### config.mk
export PLATFORM = sky130hd
export DESIGN_NAME = bru_top
export DESIGN_NICKNAME = d
export VERILOG_FILES = /design/src/rtl/bru_pkg.sv /design/src/rtl/bru_cond_eval.sv /design/src/rtl/bru_target_calc.sv /design/src/rtl/bru_result_reg.sv /design/src/rtl/bru_top.sv
export SDC_FILE = /design/constraint.sdc
export NUM_CORES = 1
export LEC_CHECK = 0
export ABC_AREA = 1
export BUFFER_PORTS_ARGS = -buffer_cell sky130_fd_sc_hd__buf_2
export CELL_PAD_IN_SITES_DETAIL_PLACEMENT = 1
export CELL_PAD_IN_SITES_GLOBAL_PLACEMENT = 2
export CORE_MARGIN = 5
export CORE_UTILIZATION = 25
export CTS_BUF_LIST = sky130_fd_sc_hd__clkbuf_8
export CTS_CLUSTER_SIZE = 28
export DETAILED_ROUTE_END_ITERATION = 10
export PLACE_DENSITY = 0.79
export SLEW_MARGIN = 5
export SYNTH_ARGS = -nofsm -noshare
export SYNTH_HDL_FRONTEND = slang
export SYNTH_HIERARCHICAL = 1
export SYNTH_SLANG_ARGS = --single-unit
### constraint.sdc
create_clock -name clk -period 2.5 [get_ports clk]
set_clock_uncertainty 0.2 [all_clocks]
set_input_delay 0.25 -clock clk [delete_from_list [all_inputs] [get_ports clk]]
set_output_delay 0.25 -clock clk [all_outputs]
set_load 0.02 [all_outputs]
### src/rtl/bru_pkg.sv
package bru_pkg;

    localparam int unsigned XLEN       = 32;
    localparam int unsigned OFF_W      = 11;
    localparam int unsigned COFF_W     = 8;
    localparam int unsigned HI_SHIFT   = 12;
    localparam int unsigned COND_W     = 4;
    localparam int unsigned KIND_W     = 3;
    localparam int unsigned INSN_BYTES = 2;

    typedef enum logic [KIND_W-1:0] {
        BK_COND    = 3'd0,
        BK_JUMP    = 3'd1,
        BK_CALL_HI = 3'd2,
        BK_CALL_LO = 3'd3,
        BK_EXCH    = 3'd4
    } br_kind_e;

    typedef enum logic [COND_W-1:0] {
        CC_EQ = 4'd0,  CC_NE = 4'd1,  CC_CS = 4'd2,  CC_CC = 4'd3,
        CC_MI = 4'd4,  CC_PL = 4'd5,  CC_VS = 4'd6,  CC_VC = 4'd7,
        CC_HI = 4'd8,  CC_LS = 4'd9,  CC_GE = 4'd10, CC_LT = 4'd11,
        CC_GT = 4'd12, CC_LE = 4'd13
    } cond_code_e;

    typedef struct packed {
        logic n;
        logic z;
        logic c;
        logic v;
    } flags_t;

    typedef struct packed {
        logic            redirect;
        logic [XLEN-1:0] target;
        logic            link_we;
        logic [XLEN-1:0] link;
        logic            mode_we;
        logic            mode;
    } br_result_t;

    // Condition test over the four flags; unlisted codes never pass.
    function automatic logic cond_holds(input logic [COND_W-1:0] code, input flags_t f);
        logic r;
        case (code)
            CC_EQ:   r = f.z;
            CC_NE:   r = !f.z;
            CC_CS:   r = f.c;
            CC_CC:   r = !f.c;
            CC_MI:   r = f.n;
            CC_PL:   r = !f.n;
            CC_VS:   r = f.v;
            CC_VC:   r = !f.v;
            CC_HI:   r = f.c && !f.z;
            CC_LS:   r = !f.c || f.z;
            CC_GE:   r = (f.n == f.v);
            CC_LT:   r = (f.n != f.v);
            CC_GT:   r = !f.z && (f.n == f.v);
            CC_LE:   r = f.z || (f.n != f.v);
            default: r = 1'b0;
        endcase
        return r;
    endfunction

endpackage

### src/rtl/bru_cond_eval.sv
module bru_cond_eval
    import bru_pkg::*;
(
    input  logic [COND_W-1:0] cond_i,
    input  flags_t            flags_i,
    output logic              pass_o
);
    always_comb begin
        pass_o = cond_holds(cond_i, flags_i);
    end
endmodule

### src/rtl/bru_target_calc.sv
module bru_target_calc
    import bru_pkg::*;
(
    input  logic [KIND_W-1:0] kind_i,
    input  logic              cond_pass_i,
    input  logic [OFF_W-1:0]  offset_i,
    input  logic [XLEN-1:0]   pc_i,
    input  logic [XLEN-1:0]   link_i,
    input  logic [XLEN-1:0]   xreg_i,
    input  logic              xreg_is_pc_i,
    output br_result_t        res_o
);
    localparam int unsigned SHORT_PAD = XLEN - COFF_W - 1;
    localparam int unsigned LONG_PAD  = XLEN - OFF_W - 1;
    localparam int unsigned HIGH_PAD  = XLEN - OFF_W - HI_SHIFT;

    logic [XLEN-1:0] short_disp;
    logic [XLEN-1:0] long_disp;
    logic [XLEN-1:0] high_disp;
    logic [XLEN-1:0] low_disp;
    logic [XLEN-1:0] return_addr;
    logic [XLEN-1:0] exch_mask;

    always_comb begin
        short_disp  = {{SHORT_PAD{offset_i[COFF_W-1]}}, offset_i[COFF_W-1:0], 1'b0};
        long_disp   = {{LONG_PAD{offset_i[OFF_W-1]}}, offset_i, 1'b0};
        high_disp   = {{HIGH_PAD{offset_i[OFF_W-1]}}, offset_i, {HI_SHIFT{1'b0}}};
        low_disp    = {{LONG_PAD{1'b0}}, offset_i, 1'b0};
        return_addr = (pc_i - XLEN'(INSN_BYTES)) | XLEN'(1);
        exch_mask   = xreg_is_pc_i ? ~XLEN'(3) : ~XLEN'(1);
    end

    always_comb begin
        res_o = '0;
        case (kind_i)
            BK_COND: begin
                res_o.redirect = cond_pass_i;
                res_o.target   = pc_i + short_disp;
            end
            BK_JUMP: begin
                res_o.redirect = 1'b1;
                res_o.target   = pc_i + long_disp;
            end
            BK_CALL_HI: begin
                res_o.link_we = 1'b1;
                res_o.link    = pc_i + high_disp;
            end
            BK_CALL_LO: begin
                res_o.redirect = 1'b1;
                res_o.target   = link_i + low_disp;
                res_o.link_we  = 1'b1;
                res_o.link     = return_addr;
            end
            BK_EXCH: begin
                res_o.redirect = 1'b1;
                res_o.target   = xreg_i & exch_mask;
                res_o.mode_we  = 1'b1;
                res_o.mode     = xreg_i[0];
            end
            default: res_o = '0;
        endcase
    end
endmodule

### src/rtl/bru_result_reg.sv
module bru_result_reg
    import bru_pkg::*;
(
    input  logic       clk,
    input  logic       rst,
    input  logic       valid_i,
    input  br_result_t res_i,
    output br_result_t res_q,
    output logic       flush_q
);
    always_ff @(posedge clk) begin
        if (rst) begin
            res_q   <= '0;
            flush_q <= 1'b0;
        end else if (valid_i) begin
            res_q   <= res_i;
            flush_q <= res_i.redirect;
        end else begin
            res_q   <= '0;
            flush_q <= 1'b0;
        end
    end

    AST_FLUSH_TRACKS_TAKEN: assert property (@(posedge clk) disable iff (rst)
        flush_q == res_q.redirect);
endmodule

### src/rtl/bru_top.sv
module bru_top
    import bru_pkg::*;
(
    input  logic              clk,
    input  logic              rst,
    input  logic              valid_i,
    input  logic [KIND_W-1:0] kind_i,
    input  logic [COND_W-1:0] cond_i,
    input  logic [OFF_W-1:0]  offset_i,
    input  logic [XLEN-1:0]   pc_i,
    input  logic [XLEN-1:0]   link_i,
    input  logic [XLEN-1:0]   xreg_i,
    input  logic              xreg_is_pc_i,
    input  logic              flag_n_i,
    input  logic              flag_z_i,
    input  logic              flag_c_i,
    input  logic              flag_v_i,
    output logic              taken_o,
    output logic              flush_o,
    output logic [XLEN-1:0]   new_pc_o,
    output logic              link_we_o,
    output logic [XLEN-1:0]   link_o,
    output logic              mode_we_o,
    output logic              mode_o
);
    flags_t     flags;
    logic       cond_pass;
    br_result_t res_d;
    br_result_t res_q;
    logic       flush_q;

    assign flags = '{n: flag_n_i, z: flag_z_i, c: flag_c_i, v: flag_v_i};

    bru_cond_eval u_cond (
        .cond_i  (cond_i),
        .flags_i (flags),
        .pass_o  (cond_pass)
    );

    bru_target_calc u_calc (
        .kind_i       (kind_i),
        .cond_pass_i  (cond_pass),
        .offset_i     (offset_i),
        .pc_i         (pc_i),
        .link_i       (link_i),
        .xreg_i       (xreg_i),
        .xreg_is_pc_i (xreg_is_pc_i),
        .res_o        (res_d)
    );

    bru_result_reg u_reg (
        .clk     (clk),
        .rst     (rst),
        .valid_i (valid_i),
        .res_i   (res_d),
        .res_q   (res_q),
        .flush_q (flush_q)
    );

    assign taken_o   = res_q.redirect;
    assign flush_o   = flush_q;
    assign new_pc_o  = res_q.target;
    assign link_we_o = res_q.link_we;
    assign link_o    = res_q.link;
    assign mode_we_o = res_q.mode_we;
    assign mode_o    = res_q.mode;

    AST_RESERVED_COND_IDLE: assert property (@(posedge clk) disable iff (rst)
        (!$past(rst) && $past(valid_i) && $past(kind_i) == BK_COND && $past(cond_i) >= 4'd14)
        |-> !taken_o);
    AST_CALL_HI_NO_REDIRECT: assert property (@(posedge clk) disable iff (rst)
        (!$past(rst) && $past(valid_i) && $past(kind_i) == BK_CALL_HI)
        |-> (link_we_o && !taken_o && !flush_o));
    AST_CALL_LO_LINK_ODD: assert property (@(posedge clk) disable iff (rst)
        (!$past(rst) && $past(valid_i) && $past(kind_i) == BK_CALL_LO)
        |-> (link_we_o && link_o[0] && taken_o));
    AST_EXCH_MODE_ALIGN: assert property (@(posedge clk) disable iff (rst)
        (!$past(rst) && $past(valid_i) && $past(kind_i) == BK_EXCH)
        |-> (taken_o && !new_pc_o[0] && mode_we_o && mode_o == $past(xreg_i[0])));
    AST_IDLE_QUIET: assert property (@(posedge clk) disable iff (rst)
        (!$past(rst) && !$past(valid_i))
        |-> !(taken_o || flush_o || link_we_o || mode_we_o));
    AST_UNUSED_KIND: assert property (@(posedge clk) disable iff (rst)
        (!$past(rst) && $past(valid_i) && $past(kind_i) > 3'd4)
        |-> !(taken_o || link_we_o || mode_we_o));
endmodule

==> flow_metrics.py <==
metrics = {
    "worst_setup_path": {
        "critical_path_end": "u_reg/res_q[50]$_SDFF_PP0_",
        "path_depth": 18,
        "worst-path-max-fanout": 9,
        "worstSetupStartpoint": "kind_i[2]",
        "capturing_element_type_of_the_critical_path": "flip-flop",
        "worst_path_max_delay_cell": "ha_1",
        "start_kind": "primary input",
        "critical_path.cell_chain": "buf_2 > inv_2 > nand3_4 > o21ai_4 > buf_12 > inv_6 > ha_1 > nand2_1 > nand2_1 > nand2_2 > nand2_1 > a21oi_1 > nand2_1 > or2_0 > nand3_1 > nand3_1 > inv_1 > nor2_1",
        "critical_path_arrival_ps": 2530,
        "cp_top_family": "simple AND/OR/NAND/NOR gates",
        "critical_path.most_common_cell": "nand2_1",
        "cp_num_buf_inv": 5,
        "critPathRequiredTime_ps": 2630,
        "critical-path-max-stage-delay_ps": 330,
        "timing_worst_setup_path_type": "in -> reg",
    },
    "yosys": {
        "ys_types": 46,
        "yosysWarningCount": 6,
        "syn_area_um2": 8630,
        "yosys.area.top_type_share": 0.220,
        "count_of_flip_flops_with_a_built_in_enable_after_synthesis": 0,
        "ys.flop_type": "dfxtp_1",
        "netlist_instances": 1603,
        "ys_seq_elements": 68,
        "yosysTopAreaCell": "nand2_1",
        "synth.yosys.seq_area_share": 0.158,
        "netlist_top_cells_area": "nand2_1 (22%), dfxtp_1 (16%), inv_1 (13%)",
        "post_synth.cell_area_avg_um2": 5.39,
        "asyncSetResetFlopFracSynth": 0,
        "synth_nets": 1793,
    },
    "power": {
        "vdd_ir_drop_max_mv": 0.306,
        "post-layout-total-power_mw": 4.34,
        "p_per_area_nw_per_um2": 365,
        "static_leakage_nw": 6.43,
    },
    "cells_and_area": {
        "n_fill_cell": 4715,
        "multi_input_area_um2": 6330,
        "final_cell_area_um2": 11900,
        "final_design_utilization": 0.346,
        "count_of_nets_after_finishing": 2132,
        "antenna_cells": 0,
        "area_growth_syn_to_layout_pct": 37.6,
        "layout-drive-gt1-share": 0.233,
        "stdcell_count": 2401,
        "sequential_cell_area_in_the_final_layout_um2": 1360,
    },
    "placed_design": {
        "port-buffer-count": 190,
        "placed_cells": 2355,
        "post_dp_cell_area_um2": 11000,
        "detailedPlace.worstSlack_ps": -670,
        "gp_routability_congestion": 0.942,
        "hpwl_um": 34700,
    },
    "global_route": {
        "groute.usage.overall": 0.208,
        "grt_start_max_net_pins": 34,
        "number_of_antenna_violations_at_the_first_check_in_global_routing": 0,
        "first_global_vias": 11900,
        "wire_length_of_the_first_global_routing_pass_um": 63300,
        "globalRouteOverflowTotal": 0,
    },
    "routing": {
        "vias": 11300,
        "wl_um": 41000,
        "drtPass1Iterations": 4,
        "drt_drc_violations_left": 0,
        "routedWlPerCell_um": 17.1,
        "drt-vias-per-instance": 4.72,
        "detail-route-antenna-nets": 0,
        "drt-initial-drc-count": 489,
    },
    "sta": {
        "final.period_utilization": 0.960,
        "final_max_slew_viol_count": 0,
        "worstMarginPinSlew_ps": 639,
        "setup_total_negative_slack_ps": 0,
        "worst_slew_margin_rel": 0.573,
        "hold_viol_final": 0,
        "clock.fmax_mhz": 416,
        "finalWorstSetupSlack_ps": 98.9,
        "whs_ps": 28.3,
        "min_period_ps": 2400,
        "setup_viol": 0,
        "rsz_0062_raised_after_global_routing": "true",
    },
    "clock_tree": {
        "clock_tree.htree_level_count": 3,
        "clock_buffer_depth": 2,
        "cts_inserted_buffers": 9,
        "cts_tree": "built",
        "clock_slew_seen_by_the_registers_of_the_worst_setup_and_hold_paths_ps": 90,
        "clock_tree.root_cell": "clkbuf_8",
        "tritoncts_num_sinks": 68,
    },
    "floorplanning": {
        "die_height_um": 196,
        "initial_core_utilization": 0.252,
        "die-area_um2": 38300,
        "row_count": 68,
        "top_level_ports": 191,
        "die_x_um": 196,
        "core-area_um2": 34300,
    },
    "job": {
        "cap_violations": 0,
    },
    "outcome": {
        "outcome": "completed",
    },
    "hold_path": {
        "hold_path_class": "in -> reg",
    },
}
-- layer usage --
layer  GRT usage  wire length (um)
met5           0                 0
met4      0.0569               786
met3      0.0240              1540
met2       0.359             19400
met1       0.276             19300
-- layout make-up --
cell class,instances,share of cell area
flip-flops and latches,68,0.115
well taps,455,0.0479
clock buffers,11,0.0127
inverters,310,0.0984
clock inverters,4,0.00421
repair inverters,2,0.00126
repair buffers,345,0.188
multi-input cells,1206,0.533
-- synth_stat cells, types with 2 or more instances --
master and n:
or2_0 3, o211ai_1 4, fa_1 3, xor2_1 4
nor3_4 2, or2_2 6, nor3_1 17, nand2_1 506
buf_6 3, nor2_2 13, a31oi_1 2, nand3b_1 13
and3_1 2, o21ai_0 37, nand4_1 15, inv_2 17
dfxtp_1 68, o21bai_1 5, nor3_2 5, buf_2 13
nor2_1 189, nand3_2 3, nor2_4 7, nand3_1 173
inv_1 293, nand2_2 4, a21o_1 4, a21oi_1 83
o21ai_1 23, ha_1 65, and2_1 5, o31ai_1 2
-- layout by cell type, fill, tap and decap left out, drive strengths merged, types with 13 or more instances in the layout --
cell type / instances
nand2: 510
buf: 318
inv: 312
nor2: 209
nand3: 176
a21oi: 83
dfxtp: 68
ha: 65
o21ai: 60
dlygate4sd3: 27
nor3: 24
nand4: 15
nand3b: 13
-- worst min-delay path by stage --
stage / start / to / slack, ps / cells past startpoint
after floorplan: kind_i[2] / u_reg/res_q[34]$_SDFF_PP0_ / 200 / 3
after global placement: xreg_i[0] / u_reg/res_q[0]$_SDFF_PP0_ / 380 / 4
after CTS: xreg_i[31] / u_reg/res_q[66]$_SDFF_PP0_ / 4 / 7
final: xreg_i[30] / u_reg/res_q[65]$_SDFF_PP0_ / 30 / 7
after global routing: pc_i[0] / u_reg/res_q[2]$_SDFF_PP0_ / 50 / 5
after detailed placement: xreg_i[0] / u_reg/res_q[0]$_SDFF_PP0_ / 390 / 4
-- power by group --
part / internal [mW] / leakage, nW / switching (mW)
registers: 1.12 / 0.552 / 0.0128
logic: 0.835 / 5.78 / 1.33
clock network: 0.508 / 0.103 / 0.537
-- logic make-up after synthesis --
family / synth area share
compound gates: 0.106
fa+ha+maj: 0.101
flops: 0.158
xor+xnor: 0.00507
simple gates: 0.482
buf+inv: 0.148
-- flip-flops by register name (all words and copies together) (netlist names) --
name	count
u_reg/flush_q	1
u_reg/res_q	67
-- repair_timing --
action / 4_1_cts / 5_1_grt
pin swaps: 1 / 6
setup endpoints to repair: 12 / 19
setup buffers: 0 / 2
hold endpoints to repair: 24 / 0
hold buffers: 27 / 0
gates cloned: 0 / 2
gates resized for setup: 5 / 70
(Power assumes the default switching activity.)
